**config.mk**
```make
export PLATFORM = sky130hd
export DESIGN_NAME = dring_top
export DESIGN_NICKNAME = d
export VERILOG_FILES = /design/src/rtl/dring_pkg.sv /design/src/rtl/dring_ctrl.sv /design/src/rtl/dring_regs.sv /design/src/rtl/dring_top.sv
export SDC_FILE = /design/constraint.sdc
export NUM_CORES = 1
export LEC_CHECK = 0
export BUFFER_PORTS_ARGS = -buffer_cell sky130_fd_sc_hd__buf_2
export CELL_PAD_IN_SITES_DETAIL_PLACEMENT = 1
export CELL_PAD_IN_SITES_GLOBAL_PLACEMENT = 1
export CORE_MARGIN = 2
export CORE_UTILIZATION = 50
export DETAILED_ROUTE_END_ITERATION = 8
export PLACE_DENSITY = 0.95
export SKIP_CTS_REPAIR_TIMING = 1
export SKIP_LAST_GASP = 1
export SYNTH_ARGS = -nofsm -noshare
export SYNTH_HDL_FRONTEND = slang
export SYNTH_SLANG_ARGS = --single-unit
```
**constraint.sdc**
```tcl
create_clock -name clk -period 6.9 [get_ports clk]
set_input_delay 1.38 -clock clk [delete_from_list [all_inputs] [get_ports clk]]
set_output_delay 1.38 -clock clk [all_outputs]
set_load 0.1 [all_outputs]
```
**src/rtl/dring_pkg.sv**
```systemverilog
package dring_pkg;
  localparam int BufLsb   = 6;
  localparam int MissBit  = 31;
  localparam int EnBit    = 0;
  localparam int DoneBit  = 1;

  typedef struct packed {
    logic complete;
    logic markMissed;
  } ringStrobeT;
endpackage

```
**src/rtl/dring_ctrl.sv**
```systemverilog
module dring_ctrl
  import dring_pkg::*;
#(
  parameter int SLOTS = 4,
  parameter bit IS_RX = 1'b0,
  localparam int IDX_W = $clog2(SLOTS)
) (
  input  logic             clk,
  input  logic             rstN,
  input  logic             frmDone,
  input  logic             curEnabled,
  output logic [IDX_W-1:0] curIdx,
  output logic             irqPulse,
  output ringStrobeT       strobe
);
  logic missPend;
  logic dropNow;

  always_comb begin
    strobe.complete   = frmDone & curEnabled;
    strobe.markMissed = frmDone & curEnabled & missPend;
    dropNow           = frmDone & ~curEnabled & IS_RX;
  end

  always_ff @(posedge clk) begin
    if (!rstN) begin
      curIdx   <= '0;
      irqPulse <= 1'b0;
      missPend <= 1'b0;
    end else begin
      irqPulse <= strobe.complete;
      if (strobe.complete) begin
        curIdx   <= (curIdx == IDX_W'(SLOTS - 1)) ? '0 : curIdx + 1'b1;
        missPend <= 1'b0;
      end else if (dropNow) begin
        missPend <= 1'b1;
      end
    end
  end
endmodule

```
**src/rtl/dring_regs.sv**
```systemverilog
module dring_regs
  import dring_pkg::*;
#(
  parameter int SLOTS = 4,
  parameter int LEN_W = 16,
  parameter bit IS_RX = 1'b0,
  localparam int IDX_W  = $clog2(SLOTS),
  localparam int REG_AW = IDX_W + 4,
  localparam int BUF_W  = 32 - BufLsb
) (
  input  logic              clk,
  input  logic              rstN,
  input  logic              wrEn,
  input  logic [REG_AW-1:0] regAddr,
  input  logic [31:0]       wrData,
  output logic [31:0]       rdData,
  input  logic [IDX_W-1:0]  curIdx,
  input  ringStrobeT        strobe,
  input  logic [31:0]       frmStatus,
  output logic              curEnabled,
  output logic [31:0]       bufAddr,
  output logic [LEN_W-1:0]  bufLen
);
  logic [31:0]      statusArr [SLOTS];
  logic [BUF_W-1:0] bufArr    [SLOTS];
  logic [LEN_W-1:0] lenArr    [SLOTS];
  logic [SLOTS-1:0] enArr;
  logic [SLOTS-1:0] doneArr;

  logic [IDX_W-1:0] selSlot;
  logic [1:0]       selWord;
  logic             aligned;
  logic [31:0]      doneStatus;

  assign selSlot    = regAddr[REG_AW-1:4];
  assign selWord    = regAddr[3:2];
  assign aligned    = (regAddr[1:0] == 2'b00);
  assign doneStatus = frmStatus | ({31'b0, strobe.markMissed} << MissBit);

  for (genvar s = 0; s < SLOTS; s++) begin : gSlot
    logic [31:0]      statusQ;
    logic [BUF_W-1:0] bufQ;
    logic [LEN_W-1:0] lenQ;
    logic             enQ;
    logic             doneQ;
    logic             hit;
    logic             finish;

    assign hit    = wrEn && aligned && (selSlot == IDX_W'(s));
    assign finish = strobe.complete && (curIdx == IDX_W'(s));

    always_ff @(posedge clk) begin
      if (!rstN) begin
        statusQ <= '0;
        bufQ    <= '0;
        lenQ    <= '0;
        enQ     <= 1'b0;
        doneQ   <= 1'b0;
      end else begin
        if (hit && selWord == 2'd1) begin
          bufQ  <= wrData[31:BufLsb];
          enQ   <= wrData[EnBit];
          doneQ <= doneQ & wrData[DoneBit];
        end
        if (hit && selWord == 2'd2 && !IS_RX) lenQ <= wrData[LEN_W-1:0];
        if (finish) begin
          statusQ <= doneStatus;
          enQ     <= 1'b0;
          doneQ   <= 1'b1;
        end
      end
    end

    assign statusArr[s] = statusQ;
    assign bufArr[s]    = bufQ;
    assign lenArr[s]    = lenQ;
    assign enArr[s]     = enQ;
    assign doneArr[s]   = doneQ;
  end

  always_comb begin
    rdData = '0;
    if (aligned) begin
      case (selWord)
        2'd0:    rdData = statusArr[selSlot];
        2'd1:    rdData = {bufArr[selSlot], 2'b00, 2'(curIdx), doneArr[selSlot], enArr[selSlot]};
        2'd2:    rdData = {{(32 - LEN_W){1'b0}}, lenArr[selSlot]};
        default: rdData = '0;
      endcase
    end
  end

  assign curEnabled = enArr[curIdx];
  assign bufAddr    = {bufArr[curIdx], {BufLsb{1'b0}}};
  assign bufLen     = lenArr[curIdx];
endmodule

```
**src/rtl/dring_top.sv**
```systemverilog
module dring_top
  import dring_pkg::*;
#(
  parameter int SLOTS = 4,
  parameter int LEN_W = 16,
  parameter bit IS_RX = 1'b0,
  localparam int IDX_W  = $clog2(SLOTS),
  localparam int REG_AW = IDX_W + 4
) (
  input  logic              clk,
  input  logic              rstN,
  input  logic              regWrEn,
  input  logic [REG_AW-1:0] regAddr,
  input  logic [31:0]       regWrData,
  output logic [31:0]       regRdData,
  output logic              slotReady,
  output logic [31:0]       bufAddr,
  output logic [LEN_W-1:0]  bufLen,
  input  logic              frmDone,
  input  logic [31:0]       frmStatus,
  output logic              irqPulse,
  output logic [IDX_W-1:0]  curIdx
);
  ringStrobeT strobe;

  dring_ctrl #(.SLOTS(SLOTS), .IS_RX(IS_RX)) uCtrl (
    .clk(clk), .rstN(rstN), .frmDone(frmDone), .curEnabled(slotReady),
    .curIdx(curIdx), .irqPulse(irqPulse), .strobe(strobe)
  );

  dring_regs #(.SLOTS(SLOTS), .LEN_W(LEN_W), .IS_RX(IS_RX)) uRegs (
    .clk(clk), .rstN(rstN), .wrEn(regWrEn), .regAddr(regAddr),
    .wrData(regWrData), .rdData(regRdData), .curIdx(curIdx),
    .strobe(strobe), .frmStatus(frmStatus), .curEnabled(slotReady),
    .bufAddr(bufAddr), .bufLen(bufLen)
  );
endmodule

```
# Yosys cells after proc, flatten, opt, wreduce, memory -nomap -nowiden
# Index checks and enable logic that the tools add are counted.
# totals
regBits,307
latch_bits,0
ram_bits,0
romBits,0
output_inout_bits,84
wordCells,104
memories,0
# op_classes
addsub,1
n_mul,0
div,0
n_lt_le_gt_ge,4
n_eq_ne,8
shifts,0
n_mux,32
bitwise_logic,8
n_reduce_logical,29
# op_table
cell,n
$bmux 26 s2,2
$mux 26,4
$mux 32,3
$pmux 32 s3,1
$bmux 16 s2,2
$bmux 32 s2,1
$mux 16,4
$logic_and 1x1->1,17
$mux 1,11
$eq 2x2->1 const B,5
$logic_not 2->1,4
$reduce_bool 2->1,4
$reduce_or 2->1,4
$bmux 1 s2,3
$eq 2x1->1 const B,3
$ge 3x3->1 const B,2
$lt 2x3->1 const B,2
$not 2->3,2
$and 1x1->1,5
$add 2x1->2 const B,1
$mux 2,1
$not 1->1,1

# Longest topological paths before layout
# Gate-level depths: netlist (run 1).
# depth
depth_word,6
ltp_mapped,7
ltp_nobuf,4

# Hierarchy
# From an unflattened synthesis (run 1), not the netlist that was laid out.
# unflattened
cells_unflattened,1712
area_unflattened_um2,15909.0
# modules_own_cells
module,instances,cells_per_inst,area_each_um2,seq_area_each_um2
dring_regs,1,1698,15761.4,6085.8
dring_ctrl,1,14,147.6,60.1

# Worst setup path after synthesis (run 1)
# Ideal clock, no wire load.
# synth_path
path_kind,in2out
startpoint,input port regAddr[4]
endpoint,output port regRdData[2]
arrival_time_ns,6.972
required_time_ns,5.520
setup_slack_ns,-1.452
path_stages,6
path_buffers,3
cell_sequence,clkbuf_1 buf_2 buf_2 nor2b_1 a21oi_1 a2111oi_0
# synth_between
elab_chain_cells,6
elab_cells_between_ends,9
cone_classes,8 x mux; 1 x bitwise
# synth_rtl
element,line,source
start: declaration,dring_top.sv:13,"input logic [REG_AW-1:0] regAddr,"
$not 2->3 (not written as such) (*),"dring_regs.sv:85, dring_regs.sv:87",
$bmux 16 s2 / $bmux 32 s2 (equally long branches),"dring_regs.sv:87, dring_regs.sv:85",
$mux 16 (not written as such) / $mux 32 (equally long branches) (2 in series),"dring_regs.sv:87, dring_regs.sv:85",
$pmux 32 s3 (*),dring_regs.sv:84,case (selWord)
$mux 32 (*),dring_regs.sv:83,if (aligned) begin
end: declaration,dring_top.sv:15,"output logic [31:0] regRdData,"
# Mark *: on every way between the ends. The rest lies on a longest branch, timed or not. The select of a mux whose other input is x is not followed.

# Worst setup path in the final report (run 1)
# layout_path
startpoint,input port regAddr[4]
endpoint,output port regRdData[10]
# layout_between
elab_chain_cells,6
elab_cells_between_ends,12
cone_classes,11 x mux; 1 x bitwise
# layout_rtl
element,line,source
$not 2->3 (not written as such) (*),"dring_regs.sv:85, dring_regs.sv:86, dring_regs.sv:87",
$bmux 16 s2 (tied with other cells),dring_regs.sv:87,"2'd2: rdData = {{(32 - LEN_W){1'b0}}, lenArr[selSlot]};"
$mux 16 (not written as such) (tied with other cells) (2 in series),dring_regs.sv:87,
$pmux 32 s3 (*),dring_regs.sv:84,
$mux 32 (*),dring_regs.sv:83,
# Marked as above.

==> metrics.cfg, run 1 <==
[status]
outcome = finished, final reports clean

[floorplan]
core_area_sq_mm = 0.0296
io_pins = 158
fp.dieW_microns = 177
rows = 63
dieArea_sq_mm = 0.0314
initial_core_util = 0.507
die_h_microns = 177

[detailed_routing]
via_per_inst = 6.36
first_pass_iters = 5
wl_per_cell_microns = 27.2
finalWirelength_mm = 52.6
dr.first_iter.drc_count = 1138
drcViolationCount = 0
route.vias.total = 12290
antenna_left = 0

[yosys]
synth_warnings = 0
synth_cells = 1432
netlist_area_sq_mm = 0.0150
seq_area_frac_synth = 0.410
yosysMostFrequentCell = nand2_1
synth_fa_ha_area_frac = 0.00334
synth-simple-area-share = 0.147
synth.area.mux_share = 0.341
synth_top_flop_cell = dfxtp_1
synth_compound_area_frac = 0.0587
yosys-top-cells-count = 335 x nand2_1, 307 x dfxtp_1, 242 x mux2i_1, 108 x nor2b_1, 104 x mux4_2
ys_types = 37
synth_xor_area_frac = 0
async_flop_share = 0
synth_edf_count = 0
avgSynthCellArea_sq_um = 10.5
synthDominantCellAreaShare = 0.410
synth_area_leaders = dfxtp_1 41%, mux2i_1 16%, mux4_2 16%
synth_seq_cells = 307
synth_top_family_by_area = multiplexers
yosysTopAreaCell = dfxtp_1

[pwr]
p_leak_nw = 7.75
power.density_mw_per_mm2 = 237
ir_drop_mv = 0.198

[worst_hold_path]
hold_end = uRegs.gSlot[1].statusQ[26]
min_path_cells = 2
hp-class = reg2reg
hold_start = uRegs.gSlot[1].statusQ[26]

[grt]
overflow = 0
grt_use_total = 0.335
grt_pass1_vias = 13630
antenna_found_initial = 2
grt_pass1_wl_mm = 80.2
grt_max_degree = 175

[critical_path]
r2r_slack_ps = 3670
crit_type = in2out
end_kind = primary output
reg2reg_depth = 5
crit_path_start_kind = input pin
cp_data_required_time_ps = 5520
worst-path-max-fanout = 27
reg2reg_from = uCtrl.curIdx[0]
rr_endpoint = uRegs.gSlot[3].statusQ[14]
arrival_ps = 4280

[layout]
drive_above_1_share = 0.247
fillers = 3148
areaGrowthSynthToFinish_pct = 14.6
antenna_cells = 0
fin_area_sq_mm = 0.0172
fin_util = 0.581
fin_nets = 1595

[sta]
fin_skew_ps = 22.4
max-slew-margin-rel = 0.0789
fin_tns_setup_ps = 0
period_share = 0.820
finalHoldViolCount = 0
setup_violations = 0
setup_ws_ps = 1240
fmax_mhz = 177
drv_slew = 0
worst_pin_slew_ps = 1380
rsz0062_at_grt = false
min_period_ps = 5660
hold_ws_ps = 462

[placed_design]
preCtsSetupSlack_ps = 1560
placed_area_sq_mm = 0.0159
dpl.hpwl_mm = 30.3
gp_congestion = 0.781
io_buffers = 151

[clock_network]
clk_latency_ps = 540
cts_buffer_depth = 3
clockRootBuffer = clkbuf_16
cts.sinks = 307
path_clk_slew_ps = 60
cts_tree = done
htreeDepth = 2
numCtsBuffers = 35

[run]
drv_cap = 0

critical path: stages:
cell	delay, ps
buf_4	400
or2_0	1100
o22ai_1	250
o31ai_1	590
buf_2	540
routing by layer:
metal  wire, microns  GRT usage  part of all wire  up-vias
met2           26300      0.581              0.50      647
met5              32          0           0.00061        -
met4            2920      0.200             0.056        4
met3            3790     0.0679             0.072      241
li1                -          -                 -     5168
met1           19500      0.380              0.37     6230
where the power goes:
part	switching (mW)	total (mW)	internal [mW]
logic	0.167	0.241	0.0734
clock network	0.804	2.04	1.24
registers	0.00435	1.78	1.78
area by class of cell:
type	count	area (sq um)	area share
Sequential cell	307	6150	0.358
Multi-Input combinational cell	998	8320	0.484
Inverter	2	7.51	0.000437
Clock buffer	50	1070	0.0626
Clock inverter	13	184	0.0107
Tap cell	390	488	0.0284
Timing Repair Buffer	173	947	0.0552
flip-flops by register name, summed over array words and instances, names as in the netlist:
signal / count
uRegs.gSlot.statusQ: 128
uRegs.gSlot.bufQ: 104
uRegs.gSlot.lenQ: 64
uRegs.gSlot.doneQ: 4
uRegs.gSlot.enQ: 4
uCtrl.curIdx: 2
uCtrl.irqPulse: 1
how the worst max path moves through the flow:
| stage | endpoint | startpoint | slack, ps | cells past startpoint |
|---|---|---|---|---|
| floorplan | regRdData[4] | regAddr[4] | 350 | 6 |
| global placement | regRdData[20] | regAddr[5] | 1620 | 6 |
| detailed placement | regRdData[24] | regAddr[5] | 1560 | 6 |
| CTS | regRdData[10] | regAddr[4] | 1410 | 5 |
| global route | regRdData[10] | regAddr[4] | 1300 | 5 |
| finish | regRdData[10] | regAddr[4] | 1240 | 5 |
layout by cell type, fill, tap and decap left out, types with 6 or more instances in the layout:
cell / n
o31ai_1: 15
conb_1: 6
a21boi_0: 82
buf_4: 23
o22ai_1: 12
clkbuf_16: 37
nand2b_1: 7
dfxtp_1: 305
nor2_1: 18
nand2_1: 331
buf_2: 148
mux2i_1: 242
clkinv_2: 6
nor2b_1: 108
mux2_2: 29
clkbuf_8: 11
mux4_2: 104
cell families after synthesis:
group	Yosys count
AOI/OAI and AO/OA	120
DFF	307
adders and majority gates	4
other	1
buffers and inverters	132
muxes	376
and+or+nand+nor	492
stage by stage:
step / power [mW] / cells
global placement: 2.04 / 1870
global route: 4.15 / 1933
floorplan: 1.98 / 1437
finish: 4.06 / 1933
detailed placement: 2.05 / 1870
CTS: 4.07 / 1933
(Power assumes the default switching activity.)
==> inputs of run 2 (changes only) <==
--- a/config.mk
+++ b/config.mk
@@ -9,9 +9,9 @@
 export CELL_PAD_IN_SITES_DETAIL_PLACEMENT = 1
 export CELL_PAD_IN_SITES_GLOBAL_PLACEMENT = 1
 export CORE_MARGIN = 2
-export CORE_UTILIZATION = 50
+export CORE_UTILIZATION = 47
 export DETAILED_ROUTE_END_ITERATION = 8
-export PLACE_DENSITY = 0.95
+export PLACE_DENSITY = 0.91
 export SKIP_CTS_REPAIR_TIMING = 1
 export SKIP_LAST_GASP = 1
 export SYNTH_ARGS = -nofsm -noshare
==> constraint.sdc (replaced) <==
create_clock -name clk -period 5.7 [get_ports clk]
set_input_delay 1.14 -clock clk [delete_from_list [all_inputs] [get_ports clk]]
set_output_delay 1.14 -clock clk [all_outputs]
set_load 0.1 [all_outputs]
==> run 2 against run 1 <==
- via count decreased by 4.5%
- setup slack got worse by 170 ps
- clock skew decreased by 3.6 ps
- first-iteration DRC count decreased by 29%
- core utilization decreased by 3.6 points
- largest cell class unchanged
==> metrics.cfg, run 2 (synthesis gave the netlist of run 1 again) <==
[clock_network]
clk_latency_ps = 520  ; -20 ps
clockRootBuffer = clkbuf_16
htreeDepth = 2  ; unchanged
cts_tree = done
cts_buffer_depth = 3  ; unchanged
path_clk_slew_ps = 50  ; about the same
numCtsBuffers = 34  ; -2.9%
cts.sinks = 307  ; unchanged

[detailed_routing]
via_per_inst = 6.03  ; -5.1%
finalWirelength_mm = 47.6  ; -9.3%
route.vias.total = 11736  ; -4.5%
first_pass_iters = 5  ; unchanged
wl_per_cell_microns = 24.5  ; -9.9%
antenna_left = 0  ; unchanged
drcViolationCount = 0  ; unchanged
dr.first_iter.drc_count = 810  ; -29%

[layout]
largest-register = uRegs.gSlot.statusQ
largest_reg_flops = 128  ; unchanged
final_cell_mix = 331 x nand2_1, 305 x dfxtp_1, 242 x mux2i_1, 148 x buf_2, 108 x nor2b_1
finalNonFillerCells = 1945  ; +0.62%
seq_area_sq_mm = 0.00615  ; unchanged
multi_input_area_sq_mm = 0.00833  ; +0.15%
fillers = 3425  ; +8.8%
layout_commonest_cell = nand2_1
fin_nets = 1599  ; +0.25%
areaGrowthSynthToFinish_pct = 14.4
drive_above_1_share = 0.246  ; -0.00114
reg.largest.list = uRegs.gSlot.statusQ: 128 flops, uRegs.gSlot.bufQ: 104 flops, uRegs.gSlot.lenQ: 64 flops

[pwr]
p_leak_nw = 7.71  ; -0.46%
power.density_mw_per_mm2 = 273  ; +16%
total_power_mw = 4.69  ; +15%
ir_drop_mv = 0.177  ; -10%

[grt]
grt_pass1_wl_mm = 74.1  ; -7.6%
grt_use_total = 0.287  ; -0.0478
grt_max_degree = 166  ; -5.1%
overflow = 0  ; unchanged
grt_pass1_vias = 12942  ; -5.0%
antenna_found_initial = 2  ; unchanged

[floorplan]
io_pins = 158  ; unchanged
core_area_sq_mm = 0.0315  ; +6.5%
dieArea_sq_mm = 0.0333  ; +6.2%
rows = 65  ; +3.2%
fp.dieW_microns = 183  ; +3.1%
initial_core_util = 0.476  ; -0.0308
die_h_microns = 183  ; +3.1%

[critical_path]
worst-path-max-fanout = 70  ; +160%
crit_type = in2out
end_kind = primary output
crit_path_start_kind = input pin
cp_data_required_time_ps = 4560  ; -960 ps
arrival_ps = 3480  ; -800 ps

[sta]
drv_slew = 0  ; unchanged
rsz0062_at_grt = false
setup_ws_ps = 1080  ; -167 ps
fmax_mhz = 216
period_share = 0.811
hold_ws_ps = 457  ; -5.31 ps
min_period_ps = 4620
worst_pin_slew_ps = 1110  ; -269 ps
finalHoldViolCount = 0  ; unchanged
fin_skew_ps = 18.8  ; -3.59 ps
setup_violations = 0  ; unchanged
fin_tns_setup_ps = 0  ; unchanged
max-slew-margin-rel = 0.258  ; +0.180

[placed_design]
io_buffers = 151  ; unchanged
place_inst = 1887  ; +0.91%
dpl.hpwl_mm = 30.0  ; -0.89%
preCtsSetupSlack_ps = 1110  ; -448 ps
gp_congestion = 0.787  ; +0.86%

[worst_hold_path]
hp-class = reg2reg

[run]
drv_cap = 0  ; unchanged

[status]
outcome = finished, final reports clean

## run 2: cell types whose count changed in the layout (fill, tap and decap cells not counted), moves of 3 or more
cell,before,now
buf_4,23,26
bufinv_16,4,1
clkbuf_1,3,6
clkinv_2,6,2
## run 2: critical path, cell delays in order
cell and delay, ps:
buf_4 750, buf_12 330, mux4_2 530, mux2i_1 170, nor2_1 80, buf_2 350
## run 2: routing by layer
metal  part of all wire  global-route usage
met1               0.39               0.338
met2               0.51               0.509
met3              0.056              0.0505
met5            0.00042                   0
met4              0.042               0.135
## run 2: final cells by class
class                      count  share of cell area
multi-input combinational    998               0.486
tap                          402              0.0294
clock inverter                 4             0.00277
sequential                   307               0.359
timing repair buffer         178              0.0589
inverter                       2            0.000438
clock buffer                  53              0.0634
antenna                        1            0.000146
## run 2: where the power goes
part / total (mW) / switching [mW] / internal, mW
sequential: 2.15 / 0.00465 / 2.15
clock: 2.24 / 0.891 / 1.35
combinational: 0.291 / 0.199 / 0.0917
total: 4.69 / 1.09 / 3.59
## run 2: final timing paths
check | from | end | slack (ps) | cells after the start
min reg2reg | uRegs.gSlot[1].statusQ[2] | uRegs.gSlot[1].statusQ[2] | 460 | 2
max | regAddr[5] | regRdData[19] | 1080 | 6
min | uRegs.gSlot[1].statusQ[2] | uRegs.gSlot[1].statusQ[2] | 460 | 2
max reg2reg | uCtrl.curIdx[0] | uRegs.gSlot[1].statusQ[11] | 2640 | 5
## run 2: per-stage QoR
stage	utilization	instance area [sq um]
final	0.544	17100
after global routing	0.544	17100
after CTS	0.544	17100
after detailed placement	0.508	16000
after global placement	0.508	16000
after floorplan	-	15000
